## config.mk

```make
export PLATFORM = sky130hd
export DESIGN_NAME = intr_accept_unit
export DESIGN_NICKNAME = d
export VERILOG_FILES = /design/src/rtl/iau_pkg.sv /design/src/rtl/iau_hi_scan.sv /design/src/rtl/iau_prio.sv /design/src/rtl/intr_accept_unit.sv
export SDC_FILE = /design/constraint.sdc
export NUM_CORES = 2
export LEC_CHECK = 0
export BUFFER_PORTS_ARGS = -buffer_cell sky130_fd_sc_hd__buf_2
export CORE_MARGIN = 3
export CORE_UTILIZATION = 65
export CTS_CLUSTER_SIZE = 8
export DETAILED_ROUTE_END_ITERATION = 10
export PLACE_DENSITY = 0.82
export SLEW_MARGIN = 25
export SYNTH_ARGS = -nofsm -noshare
export SYNTH_HDL_FRONTEND = slang
export SYNTH_SLANG_ARGS = --single-unit
```

## constraint.sdc

```tcl
create_clock -name clk -period 11.4 [get_ports clk]
set_input_delay 1.71 -clock clk [delete_from_list [all_inputs] [get_ports clk]]
set_output_delay 1.71 -clock clk [all_outputs]
set_load 0.01 [all_outputs]
```

## src/rtl/iau_pkg.sv

```systemverilog
package iau_pkg;

   // Outcome of one CPU acknowledge
   typedef enum logic [1:0] {
      ACK_GRANT = 2'd0,
      ACK_SPUR  = 2'd1,
      ACK_NONE  = 2'd2
   } ack_kind_e;

   // Control register bit positions
   localparam int CTL_EN_BIT  = 8;
   localparam int CTL_DIR_BIT = 9;
   localparam int CTL_W       = 10;

endpackage

```

## src/rtl/iau_hi_scan.sv

```systemverilog
// Finds the highest set vector: word-major scan, MSB inside a word.
module iau_hi_scan #(
   parameter int NUM_VEC = 256,
   parameter int WORD_W  = 32
) (
   input  logic [NUM_VEC-1:0]         bits,
   output logic                       found,
   output logic [$clog2(NUM_VEC)-1:0] idx
);
   localparam int NWORDS = NUM_VEC / WORD_W;
   localparam int BIT_W  = $clog2(WORD_W);
   localparam int IDX_W  = $clog2(NUM_VEC);

   if ((NUM_VEC % WORD_W) != 0 || (1 << BIT_W) != WORD_W) begin : g_bad_cfg
      $error("iau_hi_scan: WORD_W must be a power of two dividing NUM_VEC");
   end

   logic [NWORDS-1:0]            word_hit;
   logic [NWORDS-1:0][BIT_W-1:0] word_pos;

   for (genvar w = 0; w < NWORDS; w++) begin : g_word
      logic [WORD_W-1:0] wbits;
      logic [BIT_W-1:0]  pos;
      assign wbits = bits[w*WORD_W +: WORD_W];
      always_comb begin
         pos = '0;
         for (int b = 0; b < WORD_W; b++) begin
            if (wbits[b]) pos = BIT_W'(b);
         end
      end
      assign word_hit[w] = |wbits;
      assign word_pos[w] = pos;
   end

   always_comb begin
      found = 1'b0;
      idx   = '0;
      for (int w = 0; w < NWORDS; w++) begin
         if (word_hit[w]) begin
            found = 1'b1;
            idx   = IDX_W'(w * WORD_W) | IDX_W'(word_pos[w]);
         end
      end
   end

endmodule

```

## src/rtl/iau_prio.sv

```systemverilog
// Processor priority and class-based request qualification.
module iau_prio #(
   parameter int VEC_W = 8,
   parameter int CLS_W = 4
) (
   input  logic [VEC_W-1:0] tpr,
   input  logic             isr_found,
   input  logic [VEC_W-1:0] isr_hi,
   input  logic             irr_found,
   input  logic [VEC_W-1:0] irr_hi,
   input  logic             sw_en,
   output logic [VEC_W-1:0] ppr,
   output logic             qualify,
   output logic             irq
);
   localparam int LOW_W = VEC_W - CLS_W;

   if (CLS_W < 1 || CLS_W >= VEC_W) begin : g_bad_cfg
      $error("iau_prio: CLS_W must be between 1 and VEC_W-1");
   end

   logic [CLS_W-1:0] tpr_cls, isr_cls, irr_cls, ppr_cls;

   assign tpr_cls = tpr[VEC_W-1 -: CLS_W];
   assign isr_cls = isr_hi[VEC_W-1 -: CLS_W];
   assign irr_cls = irr_hi[VEC_W-1 -: CLS_W];

   always_comb begin
      if (!isr_found || tpr_cls >= isr_cls) ppr = tpr;
      else                                  ppr = {isr_cls, {LOW_W{1'b0}}};
   end

   assign ppr_cls = ppr[VEC_W-1 -: CLS_W];
   assign qualify = irr_found && !((ppr != '0) && (irr_cls <= ppr_cls));
   assign irq     = sw_en && qualify;

endmodule

```

## src/rtl/intr_accept_unit.sv

```systemverilog
module intr_accept_unit
   import iau_pkg::*;
#(
   parameter int              VEC_W    = 8,
   parameter int              CLS_W    = 4,
   parameter int              WORD_W   = 32,
   parameter logic [VEC_W-1:0] SPUR_RST = '1
) (
   input  logic             clk,
   input  logic             rst_n,
   input  logic             arr_valid,
   input  logic [VEC_W-1:0] arr_vector,
   input  logic             arr_level,
   input  logic             tpr_wr,
   input  logic [VEC_W-1:0] tpr_data,
   input  logic             spur_wr,
   input  logic [VEC_W+1:0] spur_data,
   input  logic             ack_req,
   output logic             ack_valid,
   output logic             ack_none,
   output logic [VEC_W-1:0] ack_vector,
   input  logic             eoi_wr,
   output logic             eoi_bcast_valid,
   output logic [VEC_W-1:0] eoi_bcast_vector,
   output logic             irq_pending,
   output logic [VEC_W-1:0] ppr
);
   localparam int NUM_VEC = 1 << VEC_W;

   if (VEC_W + 2 != CTL_W) begin : g_bad_cfg
      $error("intr_accept_unit: control layout needs VEC_W + 2 bits");
   end

   logic [NUM_VEC-1:0] irr, isr, tmr;
   logic [VEC_W-1:0]   tpr, spur_vec;
   logic               sw_en, dir_eoi;

   logic               irr_found, isr_found, qualify;
   logic [VEC_W-1:0]   irr_hi, isr_hi;
   ack_kind_e          ack_kind;

   iau_hi_scan #(.NUM_VEC(NUM_VEC), .WORD_W(WORD_W)) i_irr_scan (
      .bits(irr), .found(irr_found), .idx(irr_hi));

   iau_hi_scan #(.NUM_VEC(NUM_VEC), .WORD_W(WORD_W)) i_isr_scan (
      .bits(isr), .found(isr_found), .idx(isr_hi));

   iau_prio #(.VEC_W(VEC_W), .CLS_W(CLS_W)) i_prio (
      .tpr(tpr), .isr_found(isr_found), .isr_hi(isr_hi),
      .irr_found(irr_found), .irr_hi(irr_hi), .sw_en(sw_en),
      .ppr(ppr), .qualify(qualify), .irq(irq_pending));

   always_comb begin
      if (!sw_en || !irr_found) ack_kind = ACK_NONE;
      else if (!qualify)        ack_kind = ACK_SPUR;
      else                      ack_kind = ACK_GRANT;
   end

   // Per-cycle set/clear masks for the three vector sets
   logic [NUM_VEC-1:0] irr_set, irr_clr, isr_set, isr_clr, tmr_set, tmr_clr;
   logic               grant, retire;

   assign grant  = ack_req && (ack_kind == ACK_GRANT);
   assign retire = eoi_wr && isr_found;

   always_comb begin
      irr_set = '0; irr_clr = '0; isr_set = '0;
      isr_clr = '0; tmr_set = '0; tmr_clr = '0;
      if (arr_valid) begin
         irr_set[arr_vector] = 1'b1;
         if (arr_level) tmr_set[arr_vector] = 1'b1;
         else           tmr_clr[arr_vector] = 1'b1;
      end
      if (grant) begin
         irr_clr[irr_hi] = 1'b1;
         isr_set[irr_hi] = 1'b1;
      end
      if (retire) isr_clr[isr_hi] = 1'b1;
   end

   always_ff @(posedge clk) begin
      if (!rst_n) begin
         irr      <= '0;
         isr      <= '0;
         tmr      <= '0;
         tpr      <= '0;
         spur_vec <= SPUR_RST;
         sw_en    <= 1'b0;
         dir_eoi  <= 1'b0;
      end else begin
         irr <= (irr & ~irr_clr) | irr_set;
         isr <= (isr & ~isr_clr) | isr_set;
         tmr <= (tmr & ~tmr_clr) | tmr_set;
         if (tpr_wr) tpr <= tpr_data;
         if (spur_wr) begin
            spur_vec <= spur_data[VEC_W-1:0];
            sw_en    <= spur_data[CTL_EN_BIT];
            dir_eoi  <= spur_data[CTL_DIR_BIT];
         end
      end
   end

   // Registered responses
   always_ff @(posedge clk) begin
      if (!rst_n) begin
         ack_valid        <= 1'b0;
         ack_none         <= 1'b0;
         ack_vector       <= '0;
         eoi_bcast_valid  <= 1'b0;
         eoi_bcast_vector <= '0;
      end else begin
         ack_valid <= ack_req;
         if (ack_req) begin
            ack_none <= (ack_kind == ACK_NONE);
            unique case (ack_kind)
               ACK_GRANT: ack_vector <= irr_hi;
               ACK_SPUR:  ack_vector <= spur_vec;
               default:   ack_vector <= '0;
            endcase
         end
         eoi_bcast_valid <= retire && tmr[isr_hi] && !dir_eoi;
         if (retire) eoi_bcast_vector <= isr_hi;
      end
   end

endmodule

```

# [After elaboration in Yosys (flattened, before gate mapping)]
# Index checks and enable logic that the tools add are counted.
[word_totals] in_bits=34 ram_bits=0 elab_cells=613 latchBits=0 ff_bits=805 rom_bits=0 mem_count=0 output_inout_bits=28
[op_classes] shift=0 div=0 reduce_logical=35 n_addsub=0 bitwise=9 mux=547 multipliers=0 order_cmp=8 n_eq_ne=2
[op_table] cell="256-bit 2-to-1 mux" n=7
[op_table] cell="5-bit 2-to-1 mux" n=286
[op_table] cell="256-bit bitwise AND" n=3
[op_table] cell="256-bit NOT" n=3
[op_table] cell="256-bit OR" n=3
[op_table] cell="32-bit OR reduction" n=16
[op_table] cell="4-bit 2-to-1 mux" n=112
[op_table] cell="3-bit 2-to-1 mux" n=56
[op_table] cell="8-bit 2-to-1 mux" n=9
[op_table] cell="2-bit 2-to-1 mux" n=29
[op_table] cell="1-bit 2-to-1 mux" n=37
[op_table] cell="7-bit 2-to-1 mux" n=4
[op_table] cell="8-bit by 9-bit less-than comparator with 1-bit output, second input constant" n=3
[op_table] cell="1-bit demux with 8-bit select" n=3
[op_table] cell="8-bit by 1-bit greater-or-equal comparator with 1-bit output, second input constant" n=3
[op_table] cell="8-bit case mux with 2 select lines" n=1
[op_table] cell="6-bit 2-to-1 mux" n=2
[op_table] cell="1-bit logical AND" n=10
[op_table] cell="1-bit binary-select mux with 8-bit select" n=1
[op_table] cell="8-bit nonzero test" n=1
[op_table] cell="1-bit logical NOT" n=5
[op_table] cell="4-bit greater-or-equal comparator" n=1
[op_table] cell="4-bit less-or-equal comparator" n=1
[op_table] cell="2-bit by 1-bit == test with 1-bit output, second input constant" n=1
[op_table] cell="3 further kinds" n=4

# [Depth between registers and ports, before layout]
[logic_depth] word_depth=54 ltp_mapped=31 ltp_nobuf=28

# [By module]
# From an unflattened synthesis, not the netlist that was laid out.
[unflattened] cells_unflattened=4964 hier_area_um2=39781.9
[by_module_without_submodules] mod="intr_accept_unit" cells_each=3837 seq_area_each_um2=16115.5 area_each_um2=33171.8 instances=1
[by_module_without_submodules] mod="iau_hi_scan" cells_each=540 seq_area_each_um2=0.0 area_each_um2=3101.7 instances=2
[by_module_without_submodules] mod="iau_prio" cells_each=47 seq_area_each_um2=0.0 area_each_um2=406.6 instances=1

# [Least setup slack after synthesis]
# No wires, ideal clock.
[synth_path] kind="reg2out" startpoint="reg isr[76]" endpoint="out irq_pending" stages_incl_launch_ff=26 setup_slack_ps=4960 arrival_time_ps=4730 path_buffers=2 t_required_ps=9690 path_cell_list="dfxtp_1 -> or4_1 -> nor2_1 -> nor4b_4 -> a211oi_1 -> o31ai_1 -> a21oi_2 -> o21ai_2 -> ha_1 -> nand2b_1 -> a21o_1 -> a21o_1 -> a21oi_1 -> nand2_1 -> buf_4 -> o21ai_2 -> inv_1 -> ha_1 -> nor2b_1 -> o21ai_0 -> nand2b_1 -> a21oi_1 -> a41o_1 -> o41ai_4 -> buf_2 -> and2_1"
[synth_via] elab_chain_cells=15 word_cells_on_any_way=23 classes_between="2 x order compare; 13 x mux; 8 x reduce/logical"
[synth_lines] element="start: declaration" line="intr_accept_unit.sv:34" text="logic [NUM_VEC-1:0] irr, isr, tmr;"
[synth_lines] element="start signal: assignment" line="intr_accept_unit.sv:92" text="isr <= (isr & ~isr_clr) | isr_set;"
[synth_lines] element="32-bit OR reduction (*)" line="iau_hi_scan.sv:31" text="assign word_hit[w] = |wbits;"
[synth_lines] element="7-bit 2-to-1 mux (*) (2 in a row)" line="iau_hi_scan.sv:39" text="if (word_hit[w]) begin"
[synth_lines] element="8-bit 2-to-1 mux (*) (4 in a row)" line="iau_hi_scan.sv:39"
[synth_lines] element="via i_isr_scan.idx[4]" line="iau_hi_scan.sv:8" text="output logic [$clog2(NUM_VEC)-1:0] idx"
[synth_lines] element="4-bit greater-or-equal comparator (*)" line="iau_prio.sv:29" text="if (!isr_found || tpr_cls >= isr_cls) ppr = tpr;"
[synth_lines] element="1-bit logical OR (*)" line="iau_prio.sv:29"
[synth_lines] element="8-bit 2-to-1 mux (*)" line="iau_prio.sv:29"
[synth_lines] element="via ppr[5]" line="intr_accept_unit.sv:26" text="output logic [VEC_W-1:0] ppr"
[synth_lines] element="4-bit less-or-equal comparator / 8-bit nonzero test (equally long branches)" line="iau_prio.sv:34" text="assign qualify = irr_found && !((ppr != '0) && (irr_cls <= ppr_cls));"
[synth_lines] element="1-bit logical AND (*)" line="iau_prio.sv:34"
[synth_lines] element="1-bit logical NOT (*)" line="iau_prio.sv:34"
[synth_lines] element="1-bit logical AND (*)" line="iau_prio.sv:34"
[synth_lines] element="1-bit logical AND (*)" line="iau_prio.sv:35" text="assign irq = sw_en && qualify;"
[synth_lines] element="end: declaration" line="intr_accept_unit.sv:25" text="output logic irq_pending,"
# Mark *: on every way through the listed nets, which the timed path passes. The rest lies on a longest branch.

# [Final worst setup path]
[layout_path] startpoint="reg isr[97]" endpoint="out irq_pending"
[layout_via] elab_chain_cells=14 word_cells_on_any_way=21 classes_between="2 x order compare; 11 x mux; 8 x reduce/logical"
[layout_lines] element="32-bit OR reduction (*)" line="iau_hi_scan.sv:31"
[layout_lines] element="7-bit 2-to-1 mux (*)" line="iau_hi_scan.sv:39"
[layout_lines] element="8-bit 2-to-1 mux (*) (4 in a row)" line="iau_hi_scan.sv:39"
[layout_lines] element="via i_isr_scan.idx[4]" line="iau_hi_scan.sv:8"
[layout_lines] element="4-bit greater-or-equal comparator" line="iau_prio.sv:29"
[layout_lines] element="1-bit logical OR" line="iau_prio.sv:29"
[layout_lines] element="8-bit 2-to-1 mux (*)" line="iau_prio.sv:29"
[layout_lines] element="4-bit less-or-equal comparator / 8-bit nonzero test (equally long branches)" line="iau_prio.sv:34"
[layout_lines] element="1-bit logical AND (*)" line="iau_prio.sv:34"
[layout_lines] element="1-bit logical NOT (*)" line="iau_prio.sv:34"
[layout_lines] element="1-bit logical AND (*)" line="iau_prio.sv:34"
[layout_lines] element="1-bit logical AND (*)" line="iau_prio.sv:35"
# Marked as above.

==> impl_metrics.yaml <==
setup_path:
  cp_data_required_time_ps: 9690
  r2r_slack_ps: 3980
  reg2reg_from: "isr[97]"
  cp-start-kind: "flip-flop"
  crit_arrival_ps: 6370
  worst_r2r_endpoint: "irr[158]"
  reg2regPathDepth: 26
  end_kind: "primary output"
  critical_path_class: "reg2out"
  worstSetupStartpoint: "isr[97]"
  path_max_fanout: 12
  setup.worst_path.end: "irq_pending"
routing:
  wl_per_cell_um: 27.3
  route.detailed.drc: 0
  drt-total-wl_mm: 156
  vias: 41700
  vias_per_cell: 7.31
  firstDrtPassIters: 9
  drtIter0Drc: 6717
  antenna_left: 0
synthesis:
  syn_avg_cell_area_um2: 7.95
  synth.distinct_cells: 91
  synth-edff-count: 0
  syn_nets: 5057
  yosysWarningCount: 0
  seq_area_frac_synth_pct: 40.4
  synth_ff_type: "dfxtp_1"
  syn_area_mm2: 0.0399
  synth_seq_cells: 805
  async_flop_share_pct: 0
  syn_inst: 5015
floorplan:
  die_w_um: 254
  ios: 62
  core_mm2: 0.0605
  row_count: 90
  fp.dieH_um: 254
  start_util_pct: 65.9
  design.die.area_mm2: 0.0643
timing:
  min_period_ps: 8080
  slew_viol_final: 0
  grt_setup_unrepaired: "no"
  holdWs_ps: 450
  max_slew_margin_pct: 13.5
  finalClockSkew_ps: 21.9
  finalHoldViolations: 0
  fin_crit_sh_pct: 70.9
  tightest_slew_ps: 1300
  setup_slack_ps: 3320
  max_freq_mhz: 124
  fin_tns_setup_ps: 0
  setup_viol: 0
clock_network:
  cts_root_buf: "clkbuf_16"
  clk_pin_slew_ps: 50
  cts_num_sinks: 805
  numCtsBuffers: 110
  postCtsHoldBufs: 0
  cts_max_level: 3
  post_cts_buffers: 0
  insertion_delay_ps: 690
  cts_tree: "done"
  clockBufferDepth: 3
  cts_resized: 0
global_routing:
  grt_max_degree: 212
  grt_pass1_wl_mm: 234
  gr-total-overflow: 0
  grt_pass1_vias: 38600
  grt_util_all_layers_pct: 47.2
  antenna_found_initial: 11
worst_hold_path:
  hold_path_class: "reg2reg"
  min_from: "eoi_bcast_vector[0]"
final_layout:
  nFillCells: 4797
  ff_latch_area_mm2: 0.0161
  multi_input_area_mm2: 0.0222
  layout-drive-gt1-share_pct: 8.03
  layout_common_cells: "dfxtp_1, nor2_1, nand2_1, o21ai_0, mux2i_1"
  layout_commonest_cell: "dfxtp_1"
  syn_to_final_growth_pct: 9.09
  fin_nets: 4955
place:
  dp_hpwl_mm: 100
  port_buffers: 61
  pre_cts_ws_ps: 4120
  routabilityCongestion: 1.04
power:
  powerDensity_mw_per_mm2: 149
  ir_worst_vdd_v: 0.000151
  p_total_uw: 6490
  p_leak_uw: 0.0157
flow_run:
  cap_violations: 0
status:
  outcome: "completed"
cells by family after synthesis:
logic type / share of synthesized area (%)
multiplexers: 8.42
flip-flops: 40.4
buffers and inverters: 4.57
AO/OA/AOI/OAI: 24.8
AND/OR/NAND/NOR: 21.5
adder cells (fa/ha/maj): 0.251
state kept, by name (all words and copies together), names as in the netlist:
| register | count |
|---|---|
| ack_valid | 1 |
| isr | 256 |
| irr | 256 |
| dir_eoi | 1 |
| sw_en | 1 |
| eoi_bcast_valid | 1 |
| eoi_bcast_vector | 8 |
| tpr | 8 |
| tmr | 256 |
| ack_none | 1 |
| ack_vector | 8 |
| spur_vec | 8 |
synth_stat cells (9+ instances only):
master	count	area share [%]
o31ai_1	76	1.4
a31oi_1	140	2.2
nor4_1	121	1.9
clkbuf_1	280	2.6
buf_1	21	0.20
o21ai_0	375	4.7
or2_2	12	0.19
or3_1	14	0.22
nand2_1	552	5.2
mux2_2	14	0.40
nand4_1	23	0.36
buf_2	38	0.48
nor2_2	18	0.28
o21ai_1	61	0.77
or4_1	30	0.56
a311oi_1	127	2.8
o31a_1	9	0.20
nor3_1	109	1.4
a21boi_0	11	0.21
and3_1	14	0.22
inv_1	99	0.93
o211ai_1	251	4.7
o21bai_1	35	0.66
mux2i_1	306	7.7
nor2_1	673	6.3
o2111ai_1	10	0.22
a211oi_1	36	0.68
dfxtp_1	805	40
nor2b_1	42	0.66
buf_4	11	0.21
nand2b_1	38	0.60
nand3_1	164	2.1
a21oi_1	287	3.6
and2_1	22	0.35
a2111oi_0	9	0.20
a221oi_1	9	0.20
critical path, cell delays in order, from the launching register on:
cell	delay (ps)
dfxtp_1	320
nor4_1	450
nand4_1	300
or4_1	570
a211oi_1	370
o31ai_1	170
a21oi_2	210
o21ai_2	120
ha_1	290
nand2b_1	140
a21o_1	180
a21o_1	170
a21oi_1	130
nand2_1	290
o21ai_2	310
inv_1	70
ha_1	300
nor2b_1	130
o21ai_0	140
nand2b_1	80
a21oi_1	150
a41o_1	150
o41ai_4	230
and2_1	250
buf_2	140
cell type report:
class	count	area share [%]
Antenna cell	8	0.0460
Clock buffer	113	6.43
Clock inverter	6	0.207
Inverter	103	0.906
Multi-Input combinational cell	3754	51.0
Sequential cell	805	37.1
Tap cell	782	2.25
Timing Repair Buffer	139	2.12
metrics by stage:
step / utilization [%] / std cells / cell area, µm²
6_report: 71.9 / 5710 / 43500
5_1_grt: 71.9 / 5703 / 43500
4_1_cts: 71.8 / 5702 / 43400
3_5_place_dp: 67.1 / 5583 / 40600
3_3_place_gp: 67.0 / 5583 / 40500
2_1_floorplan: - / 5015 / 39900
power breakdown:
| group | leakage [µW] | total [µW] | switching [µW] | internal [µW] |
|---|---|---|---|---|
| Combinational | 0.00782 | 728 | 600 | 129 |
| Clock | 0.00142 | 2930 | 1220 | 1710 |
| Sequential | 0.00649 | 2840 | 8.53 | 2830 |
routing by layer:
metal	GRT usage (%)	up-vias	routed length (µm)
li1	-	18200	-
met1	59.5	19200	55300
met2	67.8	3373	62900
met3	14.7	897	23500
met4	35.3	12	14300
met5	0	-	74
worst min path at each step:
stage                     endpoint  depth (start not counted)
2_1_floorplan             tmr[144]                          2
3_3_place_gp              tmr[150]                          2
3_5_place_dp              tmr[167]                          2
4_1_cts                   tmr[167]                          2
5_1_grt                   tmr[171]                          2
6_report       eoi_bcast_vector[0]                          2
No activity file was read; power rests on OpenSTA's default activity.
